--- src/rtl/bmc_pkg.sv ---
package bmc_pkg;
  localparam int SLOTS       = 32;
  localparam int SUB_CELLS   = 2 * SLOTS;
  localparam int FRAME_CELLS = 2 * SUB_CELLS;
  localparam int CHANNELS    = 2;
  localparam int PRE_CELLS   = 8;

  // slot positions the line format fixes
  localparam int SLOT_BAL    = 4;
  localparam int SLOT_VALID  = 28;
  localparam int SLOT_PAR    = 31;

  typedef enum logic [1:0] {KIND_BLOCK, KIND_LEFT, KIND_RIGHT} pre_kind_e;

  // patterns for a line that was low, first cell in the MSB
  localparam logic [PRE_CELLS-1:0] PAT_BLOCK = 8'b1110_1000;
  localparam logic [PRE_CELLS-1:0] PAT_LEFT  = 8'b1110_0010;
  localparam logic [PRE_CELLS-1:0] PAT_RIGHT = 8'b1110_0100;

  function automatic logic [PRE_CELLS-1:0] pre_pattern(pre_kind_e k);
    case (k)
      KIND_BLOCK: return PAT_BLOCK;
      KIND_LEFT:  return PAT_LEFT;
      default:    return PAT_RIGHT;
    endcase
  endfunction
endpackage

--- src/rtl/bmc_frame_seq.sv ---
module bmc_frame_seq
  import bmc_pkg::*;
#(
  parameter int FRAMES_PER_BLOCK = 192,
  parameter int CELL_W = $clog2(FRAME_CELLS)
)(
  input  logic              clk,
  input  logic              rst,
  input  logic              tick,
  output logic [CELL_W-1:0] cell_idx,
  output logic              block_first,
  output logic              ready
);
  localparam int FRM_W = (FRAMES_PER_BLOCK > 1) ? $clog2(FRAMES_PER_BLOCK) : 1;
  localparam logic [CELL_W-1:0] LAST_CELL = CELL_W'(FRAME_CELLS - 1);
  localparam logic [FRM_W-1:0]  LAST_FRM  = FRM_W'(FRAMES_PER_BLOCK - 1);

  logic [FRM_W-1:0] frm_q;

  // cell_idx names the next cell to be sent
  always_ff @(posedge clk) begin
    if (rst) begin
      cell_idx <= '0;
      frm_q    <= '0;
      ready    <= 1'b1;
    end else if (tick) begin
      cell_idx <= cell_idx + CELL_W'(1);
      ready    <= (cell_idx == LAST_CELL);
      if (cell_idx == LAST_CELL)
        frm_q <= (frm_q == LAST_FRM) ? '0 : frm_q + FRM_W'(1);
    end
  end

  assign block_first = (frm_q == '0);
endmodule

--- src/rtl/bmc_subframe_fmt.sv ---
module bmc_subframe_fmt
  import bmc_pkg::*;
#(
  parameter int SAMPLE_W = 16
)(
  input  logic [SAMPLE_W-1:0] sample,
  input  logic                present,
  input  logic                mute_q,
  output logic [SLOTS-1:0]    word
);
  localparam int SAMPLE_LO = SLOT_VALID - SAMPLE_W;

  logic [SLOTS-1:0] body;

  always_comb begin
    body = '0;
    if (present) body[SAMPLE_LO +: SAMPLE_W] = sample;
    body[SLOT_VALID] = mute_q;
    body[SLOT_PAR]   = 1'b0;
    word = body;
    // spare slot absorbs the parity of everything else
    word[SLOT_BAL] = ^body;
  end
endmodule

--- src/rtl/bmc_cell_enc.sv ---
module bmc_cell_enc
  import bmc_pkg::*;
#(
  parameter int SUB_W = $clog2(SUB_CELLS)
)(
  input  logic                 clk,
  input  logic                 rst,
  input  logic                 tick,
  input  logic [SUB_W-1:0]     sub_cell,
  input  logic [PRE_CELLS-1:0] pre_bits,
  input  logic [SLOTS-1:0]     word,
  output logic                 line
);
  localparam int PRE_IW = $clog2(PRE_CELLS);

  logic              ref_q;
  logic              ref_lvl;
  logic              bit_v;
  logic              nxt;
  logic [SUB_W-2:0]  slot;
  logic [PRE_IW-1:0] pidx;

  assign slot = sub_cell[SUB_W-1:1];
  assign pidx = PRE_IW'(PRE_CELLS - 1) - sub_cell[PRE_IW-1:0];

  always_comb begin
    ref_lvl = (sub_cell == '0) ? line : ref_q;
    bit_v   = word[slot];
    if (sub_cell < SUB_W'(PRE_CELLS))
      nxt = pre_bits[pidx] ^ ref_lvl;
    else if (!sub_cell[0])
      nxt = ~line;
    else
      nxt = bit_v ? ~line : line;
  end

  always_ff @(posedge clk) begin
    if (rst) begin
      line  <= 1'b0;
      ref_q <= 1'b0;
    end else if (tick) begin
      line <= nxt;
      if (sub_cell == '0) ref_q <= line;
    end
  end
endmodule

--- src/rtl/bmc_audio_tx.sv ---
module bmc_audio_tx
  import bmc_pkg::*;
#(
  parameter int SAMPLE_W = 16,
  parameter int FRAMES_PER_BLOCK = 192
)(
  input  logic                clk,
  input  logic                rst,
  input  logic                cell_tick,
  input  logic                smp_valid,
  output logic                smp_ready,
  input  logic [SAMPLE_W-1:0] smp_left,
  input  logic [SAMPLE_W-1:0] smp_right,
  input  logic                mute,
  output logic                line_out
);
  localparam int CELL_W = $clog2(FRAME_CELLS);
  localparam int SUB_W  = $clog2(SUB_CELLS);

  logic [CELL_W-1:0]    cell_idx;
  logic                 block_first;
  logic                 take;
  logic                 have_q;
  logic                 mute_q;
  logic [SAMPLE_W-1:0]  in_smp    [CHANNELS];
  logic [SLOTS-1:0]     slot_word [CHANNELS];
  logic                 right_half;
  pre_kind_e            kind;
  logic [PRE_CELLS-1:0] pre_bits;
  logic [SLOTS-1:0]     cur_word;

  assign in_smp[0] = smp_left;
  assign in_smp[1] = smp_right;
  assign take = cell_tick && smp_ready;

  bmc_frame_seq #(
    .FRAMES_PER_BLOCK(FRAMES_PER_BLOCK),
    .CELL_W(CELL_W)
  ) u_seq (
    .clk(clk),
    .rst(rst),
    .tick(cell_tick),
    .cell_idx(cell_idx),
    .block_first(block_first),
    .ready(smp_ready)
  );

  always_ff @(posedge clk) begin
    if (rst) begin
      have_q <= 1'b0;
      mute_q <= 1'b0;
    end else if (take) begin
      have_q <= smp_valid;
      mute_q <= mute;
    end
  end

  for (genvar ch = 0; ch < CHANNELS; ch++) begin : g_chan
    logic [SAMPLE_W-1:0] hold_q;

    always_ff @(posedge clk) begin
      if (rst)       hold_q <= '0;
      else if (take) hold_q <= in_smp[ch];
    end

    bmc_subframe_fmt #(.SAMPLE_W(SAMPLE_W)) u_fmt (
      .sample(hold_q),
      .present(have_q),
      .mute_q(mute_q),
      .word(slot_word[ch])
    );
  end

  assign right_half = cell_idx[CELL_W-1];

  always_comb begin
    if (right_half)       kind = KIND_RIGHT;
    else if (block_first) kind = KIND_BLOCK;
    else                  kind = KIND_LEFT;
  end

  assign pre_bits = pre_pattern(kind);
  assign cur_word = right_half ? slot_word[1] : slot_word[0];

  bmc_cell_enc #(.SUB_W(SUB_W)) u_enc (
    .clk(clk),
    .rst(rst),
    .tick(cell_tick),
    .sub_cell(cell_idx[SUB_W-1:0]),
    .pre_bits(pre_bits),
    .word(cur_word),
    .line(line_out)
  );
endmodule

--- config.mk ---
export PLATFORM = sky130hd
export DESIGN_NAME = bmc_audio_tx
export DESIGN_NICKNAME = d
export VERILOG_FILES = /design/src/rtl/bmc_pkg.sv /design/src/rtl/bmc_frame_seq.sv /design/src/rtl/bmc_subframe_fmt.sv /design/src/rtl/bmc_cell_enc.sv /design/src/rtl/bmc_audio_tx.sv
export SDC_FILE = /design/constraint.sdc
export NUM_CORES = 1
export LEC_CHECK = 0
export BUFFER_PORTS_ARGS = -buffer_cell sky130_fd_sc_hd__clkbuf_2
export CAP_MARGIN = 25
export CORE_AREA = 8 8 83 85
export DETAILED_ROUTE_END_ITERATION = 7
export DIE_AREA = 0 0 91 93
export HOLD_SLACK_MARGIN = 0.1
export PLACE_DENSITY = 0.69
export RECOVER_POWER = 100
export REMOVE_ABC_BUFFERS = 1
export SETUP_SLACK_MARGIN = 0.1
export SYNTH_ARGS = -nofsm -noshare
export SYNTH_HDL_FRONTEND = slang
export SYNTH_SLANG_ARGS = --single-unit
export TNS_END_PERCENT = 20
--- constraint.sdc ---
create_clock -name clk -period 4 [get_ports clk]
set_input_delay 0 -clock clk [delete_from_list [all_inputs] [get_ports clk]]
set_output_delay 0 -clock clk [all_outputs]
set_load 0.01 [all_outputs]
==> Word level (Yosys, flattened, before mapping) <==
Index checks and enable logic that the tools add are counted.
Widths: inputs -> output; s select.
{ "word_totals": {"elab_cells": 44, "input_bits": 37, "regBits": 52} }
{ "op_classes": {"mux": 15, "add_sub_neg": 3, "n_eq_ne": 4, "n_bitwise": 2, "n_reduce_logical": 8, "magnitude_cmp": 3} }
{ "op_table": {"columns": ["op", "n"], "rows": [
  ["$reduce_xor 32->1", 2],
  ["$mux 16", 2],
  ["$mux 28", 1],
  ["$add 8x1->8 const B", 1],
  ["$eq 8x8->1 const B", 1],
  ["$logic_not 8->1", 1],
  ["$mux 8", 1],
  ["$pmux 4 s2", 1],
  ["$add 7x1->7 const B", 1],
  ["$eq 7x7->1 const B", 1],
  ["$mux 1", 7],
  ["$logic_not 6->1", 1],
  ["$lt 5x6->1 const B", 1],
  ["$lt 6x4->1 const B", 1],
  ["$bmux 1 s5", 1],
  ["$lt 3x4->1 const B", 1],
  ["$reduce_and 2->1", 2],
  ["$bmux 1 s3", 1],
  ["$ne 3x1->1 const B", 1],
  ["$sub 3x3->3 const A", 1],
  ["$eq 2x1->1 const B", 1],
  ["$logic_not 2->1", 1],
  ["$mux 2", 1],
  ["$logic_and 1x1->1", 1],
  ["2 further kinds", 2]
]} }

==> Longest topological paths before layout <==
{ "logic_depth": {"depth_word": 9, "depth_mapped": 10, "ltp_nobuf": 10} }

==> By module <==
Synthesis repeated with hierarchy kept, for this count alone.
{ "unflattened": {"hier_cells": 433, "hier_area_um2": 4334.2} }
{ "by_module_without_submodules": {"columns": ["mod", "area_per_inst_um2", "cells_each", "instances"], "rows": [
  ["bmc_audio_tx", 2337.2, 197, 1],
  ["bmc_frame_seq", 777.0, 89, 1],
  ["bmc_subframe_fmt", 365.4, 50, 2],
  ["bmc_cell_enc", 489.2, 47, 1]
]} }

==> Worst setup path before layout <==
No wires, ideal clock.
{ "synth_timing": {"kind": "flip-flop to flip-flop", "start": "register u_seq.frm_q[0]", "end": "register u_enc.line", "n_path_buf": 0, "setup_slack_ps": 2058, "path_stages_with_launch": 11, "arrival_time_ps": 1819, "path_cell_list": "dfxtp_1 inv_1 ha_1 or4b_1 nor4_2 xnor2_1 o311ai_2 o21ai_1 xor2_1 o21ai_2 mux2i_1"} }
{ "synth_between": {"elab_chain_len": 9, "word_cells_on_any_way": 10, "cone_classes": "eq/ne: 1; mux: 6; bitwise: 1; reduce/logical: 2"} }
{ "synth_lines": {"columns": ["element", "line_no", "source"], "rows": [
  ["start, declared", "bmc_frame_seq.sv:18", "logic [FRM_W-1:0] frm_q;"],
  ["start signal, assigned", "bmc_frame_seq.sv:30", "frm_q <= (frm_q == LAST_FRM) ? '0 : frm_q + FRM_W'(1);"],
  ["$logic_not 8->1 (*)", "bmc_frame_seq.sv:34", "assign block_first = (frm_q == '0);"],
  ["$mux 1 (*)", "bmc_audio_tx.sv:78", "else if (block_first) kind = KIND_BLOCK;"],
  ["$mux 2 (*)", "bmc_audio_tx.sv:77", "if (right_half) kind = KIND_RIGHT;"],
  ["$eq 2x1->1 or $logic_not 2->1 (tied branches)", "bmc_pkg.sv:21", "case (k)"],
  ["$pmux 4 s2 (*)", "bmc_pkg.sv:21", null],
  ["$bmux 1 s3 (*)", "bmc_cell_enc.sv:30", "nxt = pre_bits[pidx] ^ ref_lvl;"],
  ["$mux 1 (implied by the code) (*)", "bmc_cell_enc.sv:30", null],
  ["$xor 1x1->1 (*)", "bmc_cell_enc.sv:30", null],
  ["$mux 1 (*)", "bmc_cell_enc.sv:29", "if (sub_cell < SUB_W'(PRE_CELLS))"],
  ["end signal, assigned", "bmc_cell_enc.sv:42", "line <= nxt;"],
  ["end, declared", "bmc_cell_enc.sv:12", "output logic line"]
]} }
Mark *: on every way between the ends. The rest lies on a longest branch, timed or not. The select of a mux whose other input is x is not followed.
A chain may end at the register's enable or synchronous reset.

==> Worst setup path after layout <==
{ "layout_timing": {"start": "register u_seq.cell_idx[6]", "end": "register u_enc.line"} }
{ "layout_between": {"elab_chain_len": 7, "word_cells_on_any_way": 13, "cone_classes": "eq/ne: 2; mux: 8; bitwise: 1; reduce/logical: 2"} }
{ "layout_lines": {"columns": ["element", "line_no", "source"], "rows": [
  ["start, declared", "bmc_frame_seq.sv:10", "output logic [CELL_W-1:0] cell_idx,"],
  ["start signal, assigned", "bmc_frame_seq.sv:27", "cell_idx <= cell_idx + CELL_W'(1);"],
  ["$mux 2", "bmc_audio_tx.sv:77", null],
  ["$eq 2x1->1 or $logic_not 2->1 (tied branches)", "bmc_pkg.sv:21", null],
  ["$pmux 4 s2", "bmc_pkg.sv:21", null],
  ["$bmux 1 s3", "bmc_cell_enc.sv:30", null],
  ["$mux 1 (implied by the code)", "bmc_cell_enc.sv:30", null],
  ["$xor 1x1->1", "bmc_cell_enc.sv:30", null],
  ["$mux 1", "bmc_cell_enc.sv:29", null]
]} }
Several ways; a longest one is shown, not always the timed one. The select of a mux whose other input is x is not followed.

==> results.json <==
{
  "outcome": "finished clean",
  "setup_tns_ns": 0,
  "worst-path-max-fanout": 21,
  "cts_tree": "built",
  "crit_path_start_kind": "register",
  "post_cts_resized": 0,
  "power_leakage_uw": 0.00122,
  "port_buffers": 38,
  "grt_pass1_wl_um": 11100,
  "path_clk_slew_ns": 0.09,
  "ys_types": 39,
  "core_area_um2": 5680,
  "initial_utilization": 0.475,
  "drv_cap": 0,
  "row_count": 28,
  "grt_max_degree": 51,
  "worstSetupPathType": "register to register",
  "synth-seq-cells": 52,
  "grt-ovfl-total": 0,
  "syn_to_final_growth_pct": 24.5,
  "insertion_delay_ns": 0.31,
  "finalInstanceArea_um2": 3350,
  "wl_per_cell_um": 13.5,
  "cts_root_buf": "clkbuf_8",
  "required_ns": 4.24,
  "die_area_um2": 8460,
  "reg2reg_from": "u_seq.cell_idx[6]",
  "yosysWarnings": 0,
  "drc": 0,
  "synth_ff_type": "dfxtp_1",
  "die_h_um": 93,
  "grt_usage": 0.156,
  "dpl_cell_area_um2": 2930,
  "min_from": "rst",
  "cts_made_buffers": 5,
  "slew_viol_final": 0,
  "synthArstFlopShare": 0,
  "htreeDepth": 2,
  "via_count": 2405,
  "synth_area_um2": 2700,
  "fmax_ghz": 0.393,
  "power.total_uw": 1130,
  "syn-mean-instance-area_um2": 8.14,
  "drt-total-wl_um": 6340,
  "viasPerCell": 5.12,
  "diodes": 0,
  "arrival_ns": 2.78,
  "setup_viol": 0,
  "seq_area_frac_synth": 0.386,
  "drt-initial-drc-count": 131,
  "first_pass_iters": 5,
  "clock_path_buffers": 2,
  "critPathCaptureType": "register",
  "yosys.cell_count.top_type": "nand2_1",
  "fin_util": 0.591,
  "post-dp-hpwl_um": 4290,
  "nNetsFinal": 435,
  "p_per_area_nw_per_um2": 338,
  "grt_antenna_before_repair": 0,
  "io_pins": 39,
  "final.setup_skew_ns": 0.00659,
  "numClockSinks": 52,
  "drive_gt1_frac": 0.127,
  "netlist.area_leader.share": 0.386,
  "gp_congestion": 0.929,
  "die_w_um": 91,
  "min_period_over_period": 0.637,
  "ir_drop_v": 0.000189,
  "ctsHoldBuffers": 35,
  "cp-startpoint": "u_seq.cell_idx[6]",
  "postCtsSetupBuffers": 0,
  "yosys-top-cells-count": "nand2_1 (82), dfxtp_1 (52), a21oi_1 (40)",
  "finalHoldViolCount": 0,
  "rsz0062_at_grt": "no",
  "hold_class": "primary input to register",
  "synthTopCellsByArea": "dfxtp_1 (39%), nand2_1 (11%), xnor2_1 (10%), a21oi_1 (7.4%), mux2i_1 (5.6%)",
  "synthCells": 331,
  "yosys.area.top_type": "dfxtp_1",
  "fin_crit_ns": 2.55,
  "synth_edf_count": 0,
  "relSlewSlack": 0.343,
  "grt_pass1_vias": 2400,
  "tightest_slew_ns": 0.985,
  "ant_nets": 0
}
==> report_power, final <==
part           switching (uW)  internal (uW)  total (uW)
registers                29.0            542         571
logic                    95.0            110         205
clock network             171            186         357
total                     295            837        1130
==> layer usage <==
metal | vias up | track usage | routed length [um]
met4 | 0 | 0.0505 | 97
met2 | 50 | 0.261 | 3160
li1 | 1237 | - | -
met3 | 9 | 0.0385 | 261
met1 | 1109 | 0.191 | 2830
met5 | - | 0 | 0
==> path summary, 6_finish.rpt <==
path,depth (start not counted),to,slack [ns]
setup / recovery,7,u_enc.line,1.45
hold / removal,3,u_seq.cell_idx[2],0.23
setup reg to reg,7,u_enc.line,1.45
hold reg to reg,2,g_chan[0].hold_q[13],0.49
==> flip-flops by register name (all words and copies together), names as in the netlist <==
register        count
g_chan.hold_q      32
u_seq.frm_q         8
u_seq.cell_idx      7
have_q              1
mute_q              1
u_enc.line          1
u_enc.ref_q         1
u_seq.ready         1
==> placed cells by master, fill, tap and decap left out, types with 3 or more instances in the layout <==
master         Yosys  routed
a21oi_1           40      40
clkbuf_1          16       6
clkbuf_2           0      35
clkbuf_8           0       5
dfxtp_1           52      52
dlygate4sd3_1      0      35
ha_1               4       4
inv_1              8       8
mux2i_1           15      15
nand2_1           82      82
nand3_1            7       7
nand4_1            4       4
nor2_1            17      17
o21ai_0            3       3
o22ai_1            3       3
o32ai_1            3       3
xnor2_1           32      32
xor2_1            11      11
==> kinds of logic (layout without fill, tap and decap cells) <==
family / after synthesis / after routing / share of synthesized area
simple gates: 125 / 125 / 0.202
compound gates: 61 / 61 / 0.133
flops: 52 / 52 / 0.386
xor+xnor: 43 / 43 / 0.140
buf+inv: 28 / 92 / 0.0441
mux: 18 / 18 / 0.0766
fa+ha+maj: 4 / 4 / 0.0186
==> stage by stage <==
stage | hold WS, ns | cells | worst slack [ns]
after global placement | 0.223 | 425 | 1.57
after detailed placement | 0.228 | 427 | 1.53
after CTS | 0.230 | 470 | 1.48
after global routing | 0.266 | 470 | 1.22
after floorplan | 0.0691 | 311 | 1.84
final | 0.231 | 470 | 1.45
==> layout make-up <==
type / instances / area, um^2
Timing Repair Buffer: 76 / 552
Multi-Input combinational cell: 251 / 1530
Fill cell: 538 / 2320
Clock buffer: 6 / 72.6
Tap cell: 75 / 93.8
Sequential cell: 52 / 1040
Inverter: 8 / 30.0
Clock inverter: 2 / 35.0
==> critical path, stage by stage (launching register included) <==
cell       delay, ns
dfxtp_1         0.98
mux2i_1         0.17
o32ai_1         0.29
o21bai_1        0.11
a2111oi_0       0.46
o21ai_1         0.13
o211ai_1        0.14
mux2i_1         0.20
(Power assumes the default switching activity.)
